===== src/rtl/hdlc_tx_pkg.sv =====
package hdlc_tx_pkg;
  localparam int BYTE_W = 8;
  localparam int CMD_W  = 2;
  localparam int WORD_W = BYTE_W + CMD_W;
  localparam int CRC_W  = 32;
  localparam int RUN_LEN = 5;

  typedef enum logic [CMD_W-1:0] {
    CMD_DATA = 2'b00,
    CMD_CRC  = 2'b01,
    CMD_RSVD = 2'b10,
    CMD_RAW  = 2'b11
  } cmd_e;

  typedef enum logic [1:0] {
    CHK_CCITT = 2'b00,
    CHK_16    = 2'b01,
    CHK_32    = 2'b10,
    CHK_BAD   = 2'b11
  } chk_mode_e;

  localparam logic [CRC_W-1:0] POLY_CCITT = 32'h0000_8408;
  localparam logic [CRC_W-1:0] POLY_16    = 32'h0000_A001;
  localparam logic [CRC_W-1:0] POLY_32    = 32'hEDB8_8320;

  function automatic logic [CRC_W-1:0] chk_poly(input logic [1:0] mode);
    case (mode)
      CHK_16:  return POLY_16;
      CHK_32:  return POLY_32;
      default: return POLY_CCITT;
    endcase
  endfunction

  // reflected, LSB-first byte update
  function automatic logic [CRC_W-1:0] chk_step(input logic [1:0] mode,
                                                input logic [CRC_W-1:0] cur,
                                                input logic [BYTE_W-1:0] din);
    logic [CRC_W-1:0] c;
    logic [CRC_W-1:0] p;
    logic fb;
    c = cur;
    p = chk_poly(mode);
    for (int i = 0; i < BYTE_W; i++) begin
      fb = c[0] ^ din[i];
      c  = c >> 1;
      if (fb) c = c ^ p;
    end
    return c;
  endfunction
endpackage


===== src/rtl/hdlc_chk_unit.sv =====
module hdlc_chk_unit
  import hdlc_tx_pkg::*;
#(
  parameter int CW = CRC_W,
  parameter int BW = BYTE_W
) (
  input  logic          clk,
  input  logic          rst,
  input  logic [1:0]    mode,
  input  logic [CW-1:0] seed,
  input  logic          reinit,
  input  logic          upd,
  input  logic          take,
  input  logic [BW-1:0] din,
  output logic [BW-1:0] dout
);
  localparam int NB_LONG  = CW / BW;
  localparam int NB_SHORT = 16 / BW;
  localparam int IDX_W    = (NB_LONG > 1) ? $clog2(NB_LONG) : 1;

  logic [CW-1:0]    chk_q;
  logic [IDX_W-1:0] idx_q;
  logic [IDX_W-1:0] last_idx;
  logic [CW-1:0]    seed_m;

  always_comb begin
    if (mode == CHK_32) begin
      seed_m   = seed;
      last_idx = IDX_W'(NB_LONG - 1);
    end else begin
      seed_m   = {{(CW-16){1'b0}}, seed[15:0]};
      last_idx = IDX_W'(NB_SHORT - 1);
    end
  end

  assign dout = ~chk_q[int'(idx_q)*BW +: BW];

  always_ff @(posedge clk) begin
    if (rst) begin
      chk_q <= seed_m;
      idx_q <= '0;
    end else if (reinit) begin
      chk_q <= seed_m;
      idx_q <= '0;
    end else if (upd) begin
      chk_q <= chk_step(mode, chk_q, din);
      idx_q <= '0;
    end else if (take) begin
      idx_q <= (idx_q >= last_idx) ? '0 : idx_q + 1'b1;
    end
  end


  chk_hold_chk: assert property (@(posedge clk) disable iff (rst)
    take |=> $stable(chk_q));

  chk_seed_chk: assert property (@(posedge clk) disable iff (rst)
    reinit |=> (dout == ~$past(seed[BW-1:0])));
endmodule


===== src/rtl/hdlc_bit_serializer.sv =====
module hdlc_bit_serializer #(
  parameter int BW  = 8,
  parameter int RUN = 5
) (
  input  logic          clk,
  input  logic          rst,
  input  logic          bit_en,
  input  logic          load,
  input  logic [BW-1:0] load_byte,
  input  logic          load_stuff,
  output logic          can_load,
  output logic          tx_bit,
  output logic          underrun
);
  localparam int LEFT_W = $clog2(BW + 1);
  localparam int ONES_W = $clog2(RUN + 1);

  logic [BW-1:0]     sh_q;
  logic [LEFT_W-1:0] left_q;
  logic [ONES_W-1:0] ones_q;
  logic              stuff_q;
  logic              starved_q;
  logic              insert_now;

  assign insert_now = (ones_q == ONES_W'(RUN));
  assign can_load   = (left_q == '0) ||
                      (bit_en && !insert_now && left_q == LEFT_W'(1));

  always_ff @(posedge clk) begin
    if (rst) begin
      sh_q      <= '0;
      left_q    <= '0;
      ones_q    <= '0;
      stuff_q   <= 1'b0;
      starved_q <= 1'b1;
      tx_bit    <= 1'b1;
      underrun  <= 1'b0;
    end else begin
      underrun <= 1'b0;
      if (bit_en) begin
        if (insert_now) begin
          tx_bit <= 1'b0;
          ones_q <= '0;
        end else if (left_q != '0) begin
          tx_bit    <= sh_q[0];
          sh_q      <= sh_q >> 1;
          left_q    <= left_q - 1'b1;
          ones_q    <= (stuff_q && sh_q[0]) ? ones_q + 1'b1 : '0;
          starved_q <= 1'b0;
        end else begin
          tx_bit    <= 1'b1;
          ones_q    <= '0;
          starved_q <= 1'b1;
          if (!starved_q) underrun <= 1'b1;
        end
      end
      if (load) begin
        sh_q    <= load_byte;
        left_q  <= LEFT_W'(BW);
        stuff_q <= load_stuff;
      end
    end
  end


  stuff_zero_chk: assert property (@(posedge clk) disable iff (rst)
    (bit_en && insert_now) |=> !tx_bit);

  underrun_idle_chk: assert property (@(posedge clk) disable iff (rst)
    underrun |-> tx_bit);

  underrun_pulse_chk: assert property (@(posedge clk) disable iff (rst)
    underrun |=> !underrun);

  tick_only_chk: assert property (@(posedge clk) disable iff (rst)
    !$past(bit_en) |-> $stable(tx_bit));
endmodule


===== src/rtl/hdlc_tx_framer.sv =====
module hdlc_tx_framer
  import hdlc_tx_pkg::*;
(
  input  logic              clk,
  input  logic              rst,
  input  logic              word_valid,
  input  logic [WORD_W-1:0] word_data,
  output logic              word_ready,
  input  logic [1:0]        check_mode,
  input  logic [CRC_W-1:0]  check_seed,
  input  logic              bit_en,
  output logic              tx_bit,
  output logic              underrun,
  output logic              proto_err
);
  cmd_e              cmd;
  logic [BYTE_W-1:0] byte_in;
  logic              accept;
  logic              is_raw;
  logic [BYTE_W-1:0] chk_byte;
  logic [BYTE_W-1:0] next_byte;
  logic              ser_can_load;

  assign cmd        = cmd_e'(word_data[WORD_W-1:BYTE_W]);
  assign byte_in    = word_data[BYTE_W-1:0];
  assign word_ready = ser_can_load;
  assign accept     = word_valid && ser_can_load;
  assign is_raw     = (cmd == CMD_RAW) || (cmd == CMD_RSVD);
  assign next_byte  = (cmd == CMD_CRC) ? chk_byte : byte_in;

  hdlc_chk_unit #(.CW(CRC_W), .BW(BYTE_W)) chk_i (
    .clk    (clk),
    .rst    (rst),
    .mode   (check_mode),
    .seed   (check_seed),
    .reinit (accept && is_raw),
    .upd    (accept && cmd == CMD_DATA),
    .take   (accept && cmd == CMD_CRC),
    .din    (byte_in),
    .dout   (chk_byte)
  );

  hdlc_bit_serializer #(.BW(BYTE_W), .RUN(RUN_LEN)) ser_i (
    .clk        (clk),
    .rst        (rst),
    .bit_en     (bit_en),
    .load       (accept),
    .load_byte  (next_byte),
    .load_stuff (!is_raw),
    .can_load   (ser_can_load),
    .tx_bit     (tx_bit),
    .underrun   (underrun)
  );

  always_ff @(posedge clk) begin
    if (rst) proto_err <= 1'b0;
    else     proto_err <= accept && ((cmd == CMD_RSVD) ||
                          (cmd == CMD_CRC && check_mode == CHK_BAD));
  end


  perr_after_accept_chk: assert property (@(posedge clk) disable iff (rst)
    proto_err |-> $past(word_valid && word_ready));
endmodule


===== config.mk =====
export PLATFORM = sky130hd
export DESIGN_NAME = hdlc_tx_framer
export DESIGN_NICKNAME = d
export VERILOG_FILES = /design/src/rtl/hdlc_tx_pkg.sv /design/src/rtl/hdlc_chk_unit.sv /design/src/rtl/hdlc_bit_serializer.sv /design/src/rtl/hdlc_tx_framer.sv
export SDC_FILE = /design/constraint.sdc
export NUM_CORES = 1
export LEC_CHECK = 0
export ABC_AREA = 1
export ABC_CLOCK_PERIOD_IN_PS = 4000
export BUFFER_PORTS_ARGS = -buffer_cell sky130_fd_sc_hd__buf_2
export CORE_MARGIN = 2
export CORE_UTILIZATION = 50
export DETAILED_ROUTE_END_ITERATION = 10
export PLACE_DENSITY = 0.74
export SYNTH_ARGS = -nofsm -noshare
export SYNTH_HDL_FRONTEND = slang
export SYNTH_HIERARCHICAL = 1
export SYNTH_SLANG_ARGS = --single-unit

===== constraint.sdc =====
create_clock -name clk -period 4 [get_ports clk]
set_input_delay 1 -clock clk [delete_from_list [all_inputs] [get_ports clk]]
set_output_delay 1 -clock clk [all_outputs]
set_load 0.01 [all_outputs]

## Word level (Yosys, flattened, before mapping)

Cells that the tools add are included.

- Output and inout bits: 4
- Logic and storage cells: 125
- Register bits: 54

- Equality and inequality tests: 9
- $lt $le $gt $ge: 1
- $add $sub $neg: 3
- Bitwise gates (word level): 19
- Reduce and logical (&&, ||, !) cells: 26
- Muxes and demuxes: 55
- Shifts and indexed selects: 1

Operator list:

| cell | number |
|---|---|
| $mux W32 | 36 |
| $xor A31 B32 Y32 | 8 |
| $pmux W32 S2 | 1 |
| $mux W8 | 5 |
| $shiftx A32 B6 Y8 | 1 |
| $mux W4 | 4 |
| $logic_and A1 B1 Y1 | 9 |
| $mux W3 | 3 |
| $eq A2 B2 Y1 const B | 4 |
| $not A8 Y8 | 1 |
| $xor A1 B1 Y1 | 8 |
| $reduce_and A3 Y1 | 2 |
| $eq A2 B1 Y1 const B | 2 |
| $eq A4 B1 Y1 const B | 1 |
| $logic_not A4 Y1 | 1 |
| $mux W1 | 4 |
| $mux W2 | 2 |
| $reduce_bool A2 Y1 | 2 |
| $reduce_bool A4 Y1 | 1 |
| $reduce_or A4 Y1 | 1 |
| $sub A4 B1 Y4 const B | 1 |
| $add A3 B1 Y3 const B | 1 |
| $eq A3 B3 Y1 const B | 1 |
| $logic_or A1 B1 Y1 | 3 |
| other kinds (10) | 12 |

## Longest topological paths before layout

Gate-level depths: netlist of the first run.

- Word-level depth: 50
- Gate-level depth with buffers: 25
- Depth with buffers taken out: 24

## By module

Netlist of the first run, hierarchy kept.

Modules (own cells, without submodules):

| module | area an instance (sq um) | instances | cells each |
|---|---|---|---|
| hdlc_chk_unit | 3,940.0 | 1 | 581 |
| hdlc_bit_serializer | 928.4 | 1 | 127 |
| hdlc_tx_framer | 200.2 | 1 | 41 |

## Worst setup path before layout of the first run

No wires, ideal clock.

- Path kind: input-to-reg
- Start: input check_mode[0]
- End: register chk_i.chk_q[5] (data pin)
- Slack: 0.570 ns
- Setup time: 0.249 ns
- Data arrival time: 3.181 ns
- Cell stages on the path: 18
- Path through: inv_1 -> ha_1 -> buf_2 -> nand2_4 -> xor2_2 -> xnor2_2 -> inv_2 -> nand3_2 -> nand2_2 -> buf_4 -> o21ai_4 -> nand2_1 -> xnor2_1 -> nor2_1 -> o21ai_1 -> o211ai_2 -> nand2_1 -> inv_1

- Longest elaborated chain between the ends: 45
- Elaborated cells between the ends (all ways): 53
- Classes of those cells: 2 x eq/ne; 36 x mux; 15 x bitwise

RTL lines:

| what | line | RTL |
|---|---|---|
| from (decl) | hdlc_tx_framer.sv:9 | `input logic [1:0] check_mode,` |
| $eq A2 B2 Y1 or $eq A2 B1 Y1 (tied branches) | hdlc_tx_pkg.sv:27 | `case (mode)` |
| $pmux W32 S2 (*) | hdlc_tx_pkg.sv:27 |  |
| $mux W32 (*) | hdlc_chk_unit.sv:45 | `end else if (upd) begin` |
| $mux W32 (*) | hdlc_chk_unit.sv:42 | `end else if (reinit) begin` |
| $mux W32 (*) | hdlc_chk_unit.sv:39 | `if (rst) begin` |
| $xor A31 B32 Y32 | hdlc_tx_pkg.sv:46 | `if (fb) c = c ^ p;` |
| $mux W32 | hdlc_tx_pkg.sv:46 |  |
| $mux W32 | hdlc_chk_unit.sv:45 |  |
| (+29 left out) | n/a |  |
| $mux W32 | hdlc_chk_unit.sv:45 |  |
| $mux W32 | hdlc_chk_unit.sv:42 |  |
| $mux W32 | hdlc_chk_unit.sv:39 |  |
| $xor A31 B32 Y32 or $xor A1 B1 Y1 (tied branches) | hdlc_tx_pkg.sv:46, hdlc_tx_pkg.sv:44 |  |
| $mux W32 (*) | hdlc_tx_pkg.sv:46 |  |
| $mux W32 (*) | hdlc_chk_unit.sv:45 |  |
| $mux W32 (*) | hdlc_chk_unit.sv:42 |  |
| $mux W32 (*) | hdlc_chk_unit.sv:39 |  |
| to (signal assigned) | hdlc_chk_unit.sv:40 | `chk_q <= seed_m;` |
| to (signal assigned) | hdlc_chk_unit.sv:43 | `chk_q <= seed_m;` |
| to (signal assigned) | hdlc_chk_unit.sv:46 | `chk_q <= chk_step(mode, chk_q, din);` |
| to (decl) | hdlc_chk_unit.sv:21 | `logic [CW-1:0] chk_q;` |

Mark *: on every way between the ends. The rest lies on a longest branch, timed or not. The select of a mux whose other input is x is not followed.
A chain may end at the register's enable or synchronous reset.

## Worst setup path after layout of the first run

- Start: input check_mode[1]
- End: register chk_i.chk_q[19] (data pin)

- Longest elaborated chain between the ends: 45
- Elaborated cells between the ends (all ways): 54
- Classes of those cells: 2 x eq/ne; 37 x mux; 15 x bitwise

RTL lines:

| what | line |
|---|---|
| $eq A2 B2 Y1 or $eq A2 B1 Y1 (tied branches) | hdlc_tx_pkg.sv:27, hdlc_chk_unit.sv:27 |
| $pmux W32 S2 | hdlc_tx_pkg.sv:27 |
| $mux W32 | hdlc_chk_unit.sv:45 |
| $mux W32 | hdlc_chk_unit.sv:42 |
| $mux W32 | hdlc_chk_unit.sv:39 |
| $xor A31 B32 Y32 | hdlc_tx_pkg.sv:46 |
| $mux W32 | hdlc_tx_pkg.sv:46 |
| $mux W32 | hdlc_chk_unit.sv:45 |
| (+29 left out) | n/a |
| $mux W32 | hdlc_chk_unit.sv:45 |
| $mux W32 | hdlc_chk_unit.sv:42 |
| $mux W32 | hdlc_chk_unit.sv:39 |
| $xor A31 B32 Y32 or $xor A1 B1 Y1 (tied branches) | hdlc_tx_pkg.sv:46, hdlc_tx_pkg.sv:44 |
| $mux W32 | hdlc_tx_pkg.sv:46 |
| $mux W32 | hdlc_chk_unit.sv:45 |
| $mux W32 | hdlc_chk_unit.sv:42 |
| $mux W32 (*) | hdlc_chk_unit.sv:39 |

Marks and branches as above.

==> key figures, run 1 <==
Status
  – Status: completed

Power and ir drop
  – Logic pwr share: a little over 70%
  – Sequential fraction of design power: 21.0%
  – Leakage power: ~0.0027 uW
  – Maximum VDD drop: 478.6 uV
  – Switching Fraction: 55.24%
  – Clock power share: 7.8%
  – P_int: 2237 uW
  – Pwr Density: 890.2 nW/um2
  – Net Sw Power: 2760 uW

CTS
  – Root Buffer: clkbuf_8
  – H-tree Lvls: 2
  – CTS tree: built
  – # hold bufs at CTS: 0
  – Clock Sinks: 54
  – Resize count post-CTS: 0
  – Setup Fix Bufs, Post-CTS: 0
  – CTS buffer count: 5
  – Worst-skew pair later-pin latency: 0.33 ns
  – Clk pin slew, worst setup/hold paths: 0.11 ns
  – Clock Path Buffers: 2

Worst setup path
  – Crit path kind: input pin to flip-flop
  – Worst Setup Start Kind: input pin
  – Crit path max fanout: 19
  – Critical Path Sink Type: flip-flop
  – WP data required: 4.10 ns
  – Critical Path AT: 3.78 ns

Global route
  – Total GRT Usage: 27.21%
  – Largest net degree at the start of global routing: 33
  – First-pass GRT wire length: 23830 um
  – Initial antenna violation count: 0
  – Global-route congestion overflow total: 0
  – Vias in the first global route: roughly 4900

Placement
  – Input/output buffers: 51
  – Final GP Congestion: around 1
  – Post-DP HPWL: 11410 um
  – Place WS: 0.02955 ns

STA
  – Worst Max-Slew Pin Slew: 0.7494 ns
  – Unrepaired setup endpoints after global routing: false
  – Final setup margin: 0.3158 ns
  – Clock skew: 0.01189 ns
  – Hold Fails Final Rpt: 0
  – Final period utilization: between 90 and 100%
  – Max_slew headroom: 49.97%
  – Setup TNS: 0 ns
  – Fmax: 0.2714 GHz
  – Crit path time final: 3.684 ns
  – Max Slew Vio Count: 0
  – Final setup viols: 0

Routing
  – TritonRoute pass-1 iters: 6
  – # DRC: 0
  – Vias post-DR: between 5000 and 6000
  – First DRT Iteration DRCs: 518
  – DRT Wirelength: roughly 15000 um
  – Antenna-violating nets left: 0
  – Vias/cell: 5.401
  – Wire length per cell: around 16 um

Synthesis
  – Share of the synthesized area in the top cell type: between 10% and 20%
  – Seq/Total Area, Yosys: about 28%
  – Post-Syn Nets: about 800
  – Asr flop ratio synth: 0%
  – Synth Area per Inst: 6.767 um2
  – Synth top cells by count: 266 x nand2_1, 67 x inv_1, 54 x xor2_1
  – Top-count cell post-synth: nand2_1
  – Synth Register Bits: 54
  – Synth area leader: nand2_1
  – Synth Flop Type: edfxtp_1
  – Gate Count Post-Synth: 749
  – EDFF count, synth: 32
  – Netlist Area Pre-Place: 5069 um2
  – Cell variety after synth: 43
  – Top post-synthesis cells by area: nand2_1 20%, edfxtp_1 19%, xor2_1 9.3%
  – Warnings from Yosys: 6

Final layout
  – Share of cells above drive strength 1: 18.25%
  – Ant diodes: 0
  – Multi-input logic area: 3227 um2
  – Fin nets: 854
  – Fillers: 988
  – Synthesis-to-finish area growth: 10.74%
  – Storage cell area: between 1000 and 1500 um2

Floorplanning
  – IO Pins: 52
  – Chip Width: 104.7 um
  – Area of the die: 10960 um2
  – Core ar.: 9819 um2
  – Starting Density: 51.62%
  – Cell row count: 36
  – Die H: 104.7 um

Worst hold path
  – Hold Crit Class: flip-flop to flip-flop

Flow run
  – Max Cap Viol: 0
[stage by stage]
step / utilization [%] / hold WS, ns / std cells / instance area [um2] / total power, uW
2_1_floorplan: - / 0.3985 / 749 / 5069 / 3734
3_3_place_gp: 56.03 / 0.4157 / 925 / 5502 / 4453
3_5_place_dp: 56.03 / 0.4224 / 925 / 5502 / 4535
4_1_cts: 57.16 / 0.4392 / 933 / 5613 / 4937
5_1_grt: 57.16 / 0.4542 / 933 / 5613 / 5418
6_report: 57.16 / 0.4369 / 933 / 5613 / 4997
[path summary, 6_finish.rpt]
check / cells past startpoint / to / slack [ns] / start
hold / removal: 1 / ser_i/underrun / 0.44 / ser_i/starved_q
setup / recovery: 20 / chk_i/chk_q[19] / 0.32 / check_mode[1]
setup reg to reg: 22 / chk_i/chk_q[19] / 0.68 / chk_i/chk_q[0]
hold reg to reg: 1 / ser_i/underrun / 0.44 / ser_i/starved_q
[cells in the final DEF, fill, tap and decap left out, types with 6 or more instances in the layout]
master / instances
nand2_1: 266
inv_1: 67
xor2_1: 54
buf_2: 51
nand3_1: 47
o21ai_0: 47
nor2_1: 43
edfxtp_1: 32
a21oi_1: 29
dfxtp_1: 22
buf_4: 17
nand2_2: 13
nand2_4: 11
nand3_2: 10
o21ai_1: 10
inv_2: 8
xnor2_1: 8
ha_1: 7
mux2i_1: 6
[final cells by class]
class                   count  area share [%]
well taps                 133           2.965
clock buffers               6           1.672
flip-flops and latches     54           24.97
repair buffers             69           7.178
clock inverters             2          0.3121
multi-input cells         590           57.49
inverters                  79           5.417
[sequential cells by signal, summed over array words and instances, names as in the netlist]
name             cells
chk_i/chk_q         32
chk_i/idx_q          2
proto_err            1
ser_i/left_q         4
ser_i/ones_q         3
ser_i/sh_q           8
ser_i/starved_q      1
ser_i/stuff_q        1
ser_i/tx_bit         1
ser_i/underrun       1
[cells by family after synthesis]
| group | Yosys count | share of synthesized area [%] |
|---|---|---|
| and+or+nand+nor | 413 | 37.52 |
| buffers and inverters | 105 | 8.739 |
| AOI/OAI and AO/OA | 96 | 10.64 |
| xor gates and xnor gates | 67 | 12.32 |
| DFF | 54 | 27.65 |
| muxes | 7 | 1.407 |
| adders and majority gates | 7 | 1.728 |
[critical path, cell delays in order]
cell and delay [ns]:
buf_2 0.11, inv_1 0.05, ha_1 0.26, buf_4 0.20, buf_4 0.28, nand3_2 0.11, nand2_2 0.11, buf_4 0.21
nand2_2 0.10, xnor2_2 0.14, xor2_1 0.39, inv_2 0.11, nand3_2 0.12, nand2_4 0.16, nand2_1 0.15, inv_1 0.06
nand2_1 0.06, nand2_1 0.04, nand2_1 0.05, nand2_1 0.06
[routing by layer]
metal	up-vias	part of all wire, %	global-route usage [%]
li1	2485	-	-
met1	2287	42	34.34
met2	221	47	46.83
met3	46	7.2	4.304
met4	0	3.8	10.10
met5	-	0	0
[power by group through the flow]
stage	Clock [uW]	Sequential (uW)	Combinational, uW
global placement	0	1050	3400
finish	389	1050	3560
global route	407	1070	3940
detailed placement	0	1060	3480
floorplan	0	989	2750
CTS	388	1040	3500
Note: power is estimated with default switching activity, not from simulation.
==> run 2, diff against run 1 <==
Settings changed: CORE_MARGIN 2 to 1.5.
==> key figures, run 2 (synthesized netlist as in run 1, its figures left out) <==
Global route
  – Global route hottest layer: met2
  – GR Util met2: a little under half
  – M1 GR Usage: 35.79%
  – First-pass GRT wire length: about 24000 um
  – Global-route congestion overflow total: 0
  – Global Route met3 Usage: 4.216%
  – Largest net degree at the start of global routing: 33
  – Total GRT Usage: 27.18%
  – Initial antenna violation count: 0
  – Vias in the first global route: 4720

Placement
  – Post-DP HPWL: 11190 um
  – Input/output buffers: 51
  – Final GP Congestion: 0.9922
  – Place WS: 0.1085 ns

Final layout
  – Fillers: 954
  – Storage cell area: 1401 um2
  – Multi-input logic area: ~3200 um2
  – Ant diodes: 0
  – Max FFs per register: 32
  – Synthesis-to-finish area growth: 10.81%
  – Largest registers: chk_i/chk_q: 32 flops, ser_i/sh_q: 8 flops, ser_i/left_q: 4 flops
  – Share of cells above drive strength 1: 18.66%
  – Fin nets: 858
  – Commonest non-fill, non-tap cell in the layout: nand2_1
  – Largest Register: chk_i/chk_q
  – Most frequent cells in the layout: 266 x nand2_1, 67 x inv_1, 54 x xor2_1

Floorplanning
  – Die H: a little over 100 um
  – Area of the die: 10750 um2
  – IO Pins: 52
  – Chip Width: 103.7 um
  – Cell row count: 36
  – Core ar.: 9819 um2
  – Starting Density: 51.62%

STA
  – Unrepaired setup endpoints after global routing: false
  – Final setup margin: between 0.4 and 0.5 ns
  – Crit path time final: 3.590 ns
  – Max Slew Vio Count: 0
  – Worst Max-Slew Pin Slew: 0.7084 ns
  – Final setup viols: 0
  – Setup TNS: 0 ns
  – Hold Fails Final Rpt: 0
  – Max_slew headroom: 52.71%
  – Clock skew: 0.01290 ns
  – Final period utilization: between 80% and 90%
  – Hold_ws: 0.4273 ns
  – Fmax: 0.2785 GHz

CTS
  – Root Buffer: clkbuf_8
  – CTS tree: built
  – H-tree Lvls: 2
  – Clock Sinks: 54
  – CTS buffer count: 5
  – Setup Fix Bufs, Post-CTS: 0
  – Clock Path Buffers: 2
  – # hold bufs at CTS: 0
  – Resize count post-CTS: 0
  – Clk pin slew, worst setup/hold paths: 0.12 ns
  – Worst-skew pair later-pin latency: 0.33 ns

Power and ir drop
  – Maximum VDD drop: 401.8 uV
  – Clock power share: about 7.3%
  – Net Sw Power: 2729 uW
  – Sequential fraction of design power: 21.2%
  – Logic pwr share: between 70% and 80%
  – P_int: 2214 uW
  – Switching Fraction: 55.21%
  – Pwr Total: 4943 uW
  – Leakage power: 0.002754 uW
  – Pwr Density: about 880 nW/um2

Routing
  – First DRT Iteration DRCs: 478
  – TritonRoute pass-1 iters: 6
  – # DRC: 0
  – Vias/cell: 5.447
  – Wire length per cell: 15.23 um
  – Vias post-DR: 5104
  – Antenna-violating nets left: 0
  – DRT Wirelength: 14270 um

Worst setup path
  – CP Cell Sequence: buf_2, inv_1, ha_1, buf_4, nand3_4, nand3_4, nand2_1, nand2_2, nand3_2, nand2_2, buf_4, nand2_2, xnor2_2, xor2_1, inv_2, nand3_2, nand2_4, nand2_1, inv_1, nand2_1, nand2_1, nand2_1, nand2_1
  – WP data required: approximately 4 ns
  – Worst Setup Start Kind: input pin
  – Critical Path Sink Type: flip-flop
  – Slowest stage delay, CP: 0.36 ns
  – Critical Path AT: 3.69 ns
  – Crit path kind: input pin to flip-flop
  – Critical path's slowest cell: xor2_1
  – Most common cell on crit path: nand2_1
  – Crit path max fanout: 19

Flow run
  – Max Cap Viol: 0

Worst hold path
  – Hold Crit Class: flip-flop to flip-flop

Status
  – Status: completed
[run 2: final timing paths]
kind	startpoint	end	slack, ns	cells past startpoint
worst min register to register	ser_i/starved_q	ser_i/underrun	0.43	1
worst max register to register	chk_i/chk_q[1]	chk_i/chk_q[19]	0.82	22
worst min-delay path	ser_i/starved_q	ser_i/underrun	0.43	1
worst max-delay path	check_mode[1]	chk_i/chk_q[19]	0.41	23
[run 2: area by class of cell]
cell class	count	area share, %
clock buffer	5	1.225
multi-input combinational	590	57.45
sequential	54	24.95
clock inverter	3	0.5124
tap	133	2.963
timing repair buffer	73	7.485
inverter	79	5.413
[run 2: power by group through the flow]
stage / Clock (uW) / Combinational [uW] / Sequential (uW)
floorplan: 0 / 2750 / 989
detailed placement: 0 / 3450 / 1060
global placement: 0 / 3410 / 1050
finish: 359 / 3530 / 1050
global route: 376 / 3960 / 1070
CTS: 353 / 3480 / 1040
[run 2: metrics by stage]
step	util (%)	instance area [um2]	std cells
2_1_floorplan	-	5069	749
3_3_place_gp	56.21	5519	929
3_5_place_dp	56.21	5519	929
4_1_cts	57.20	5617	937
5_1_grt	57.20	5617	937
6_report	57.20	5617	937
[run 2: routing by layer]
layer	part of all wire, %	up-vias
met5	0	-
met1	42	2307
met4	3.9	0
li1	-	2487
met2	46	262
met3	8.7	48
[run 2: critical path, delay by kind of cell]
family                     cells  cell delay (ns)
and+or+nand+nor               14             1.28
buffers and inverters          6             0.73
xor gates and xnor gates       2             0.51
adders and majority gates      1             0.17
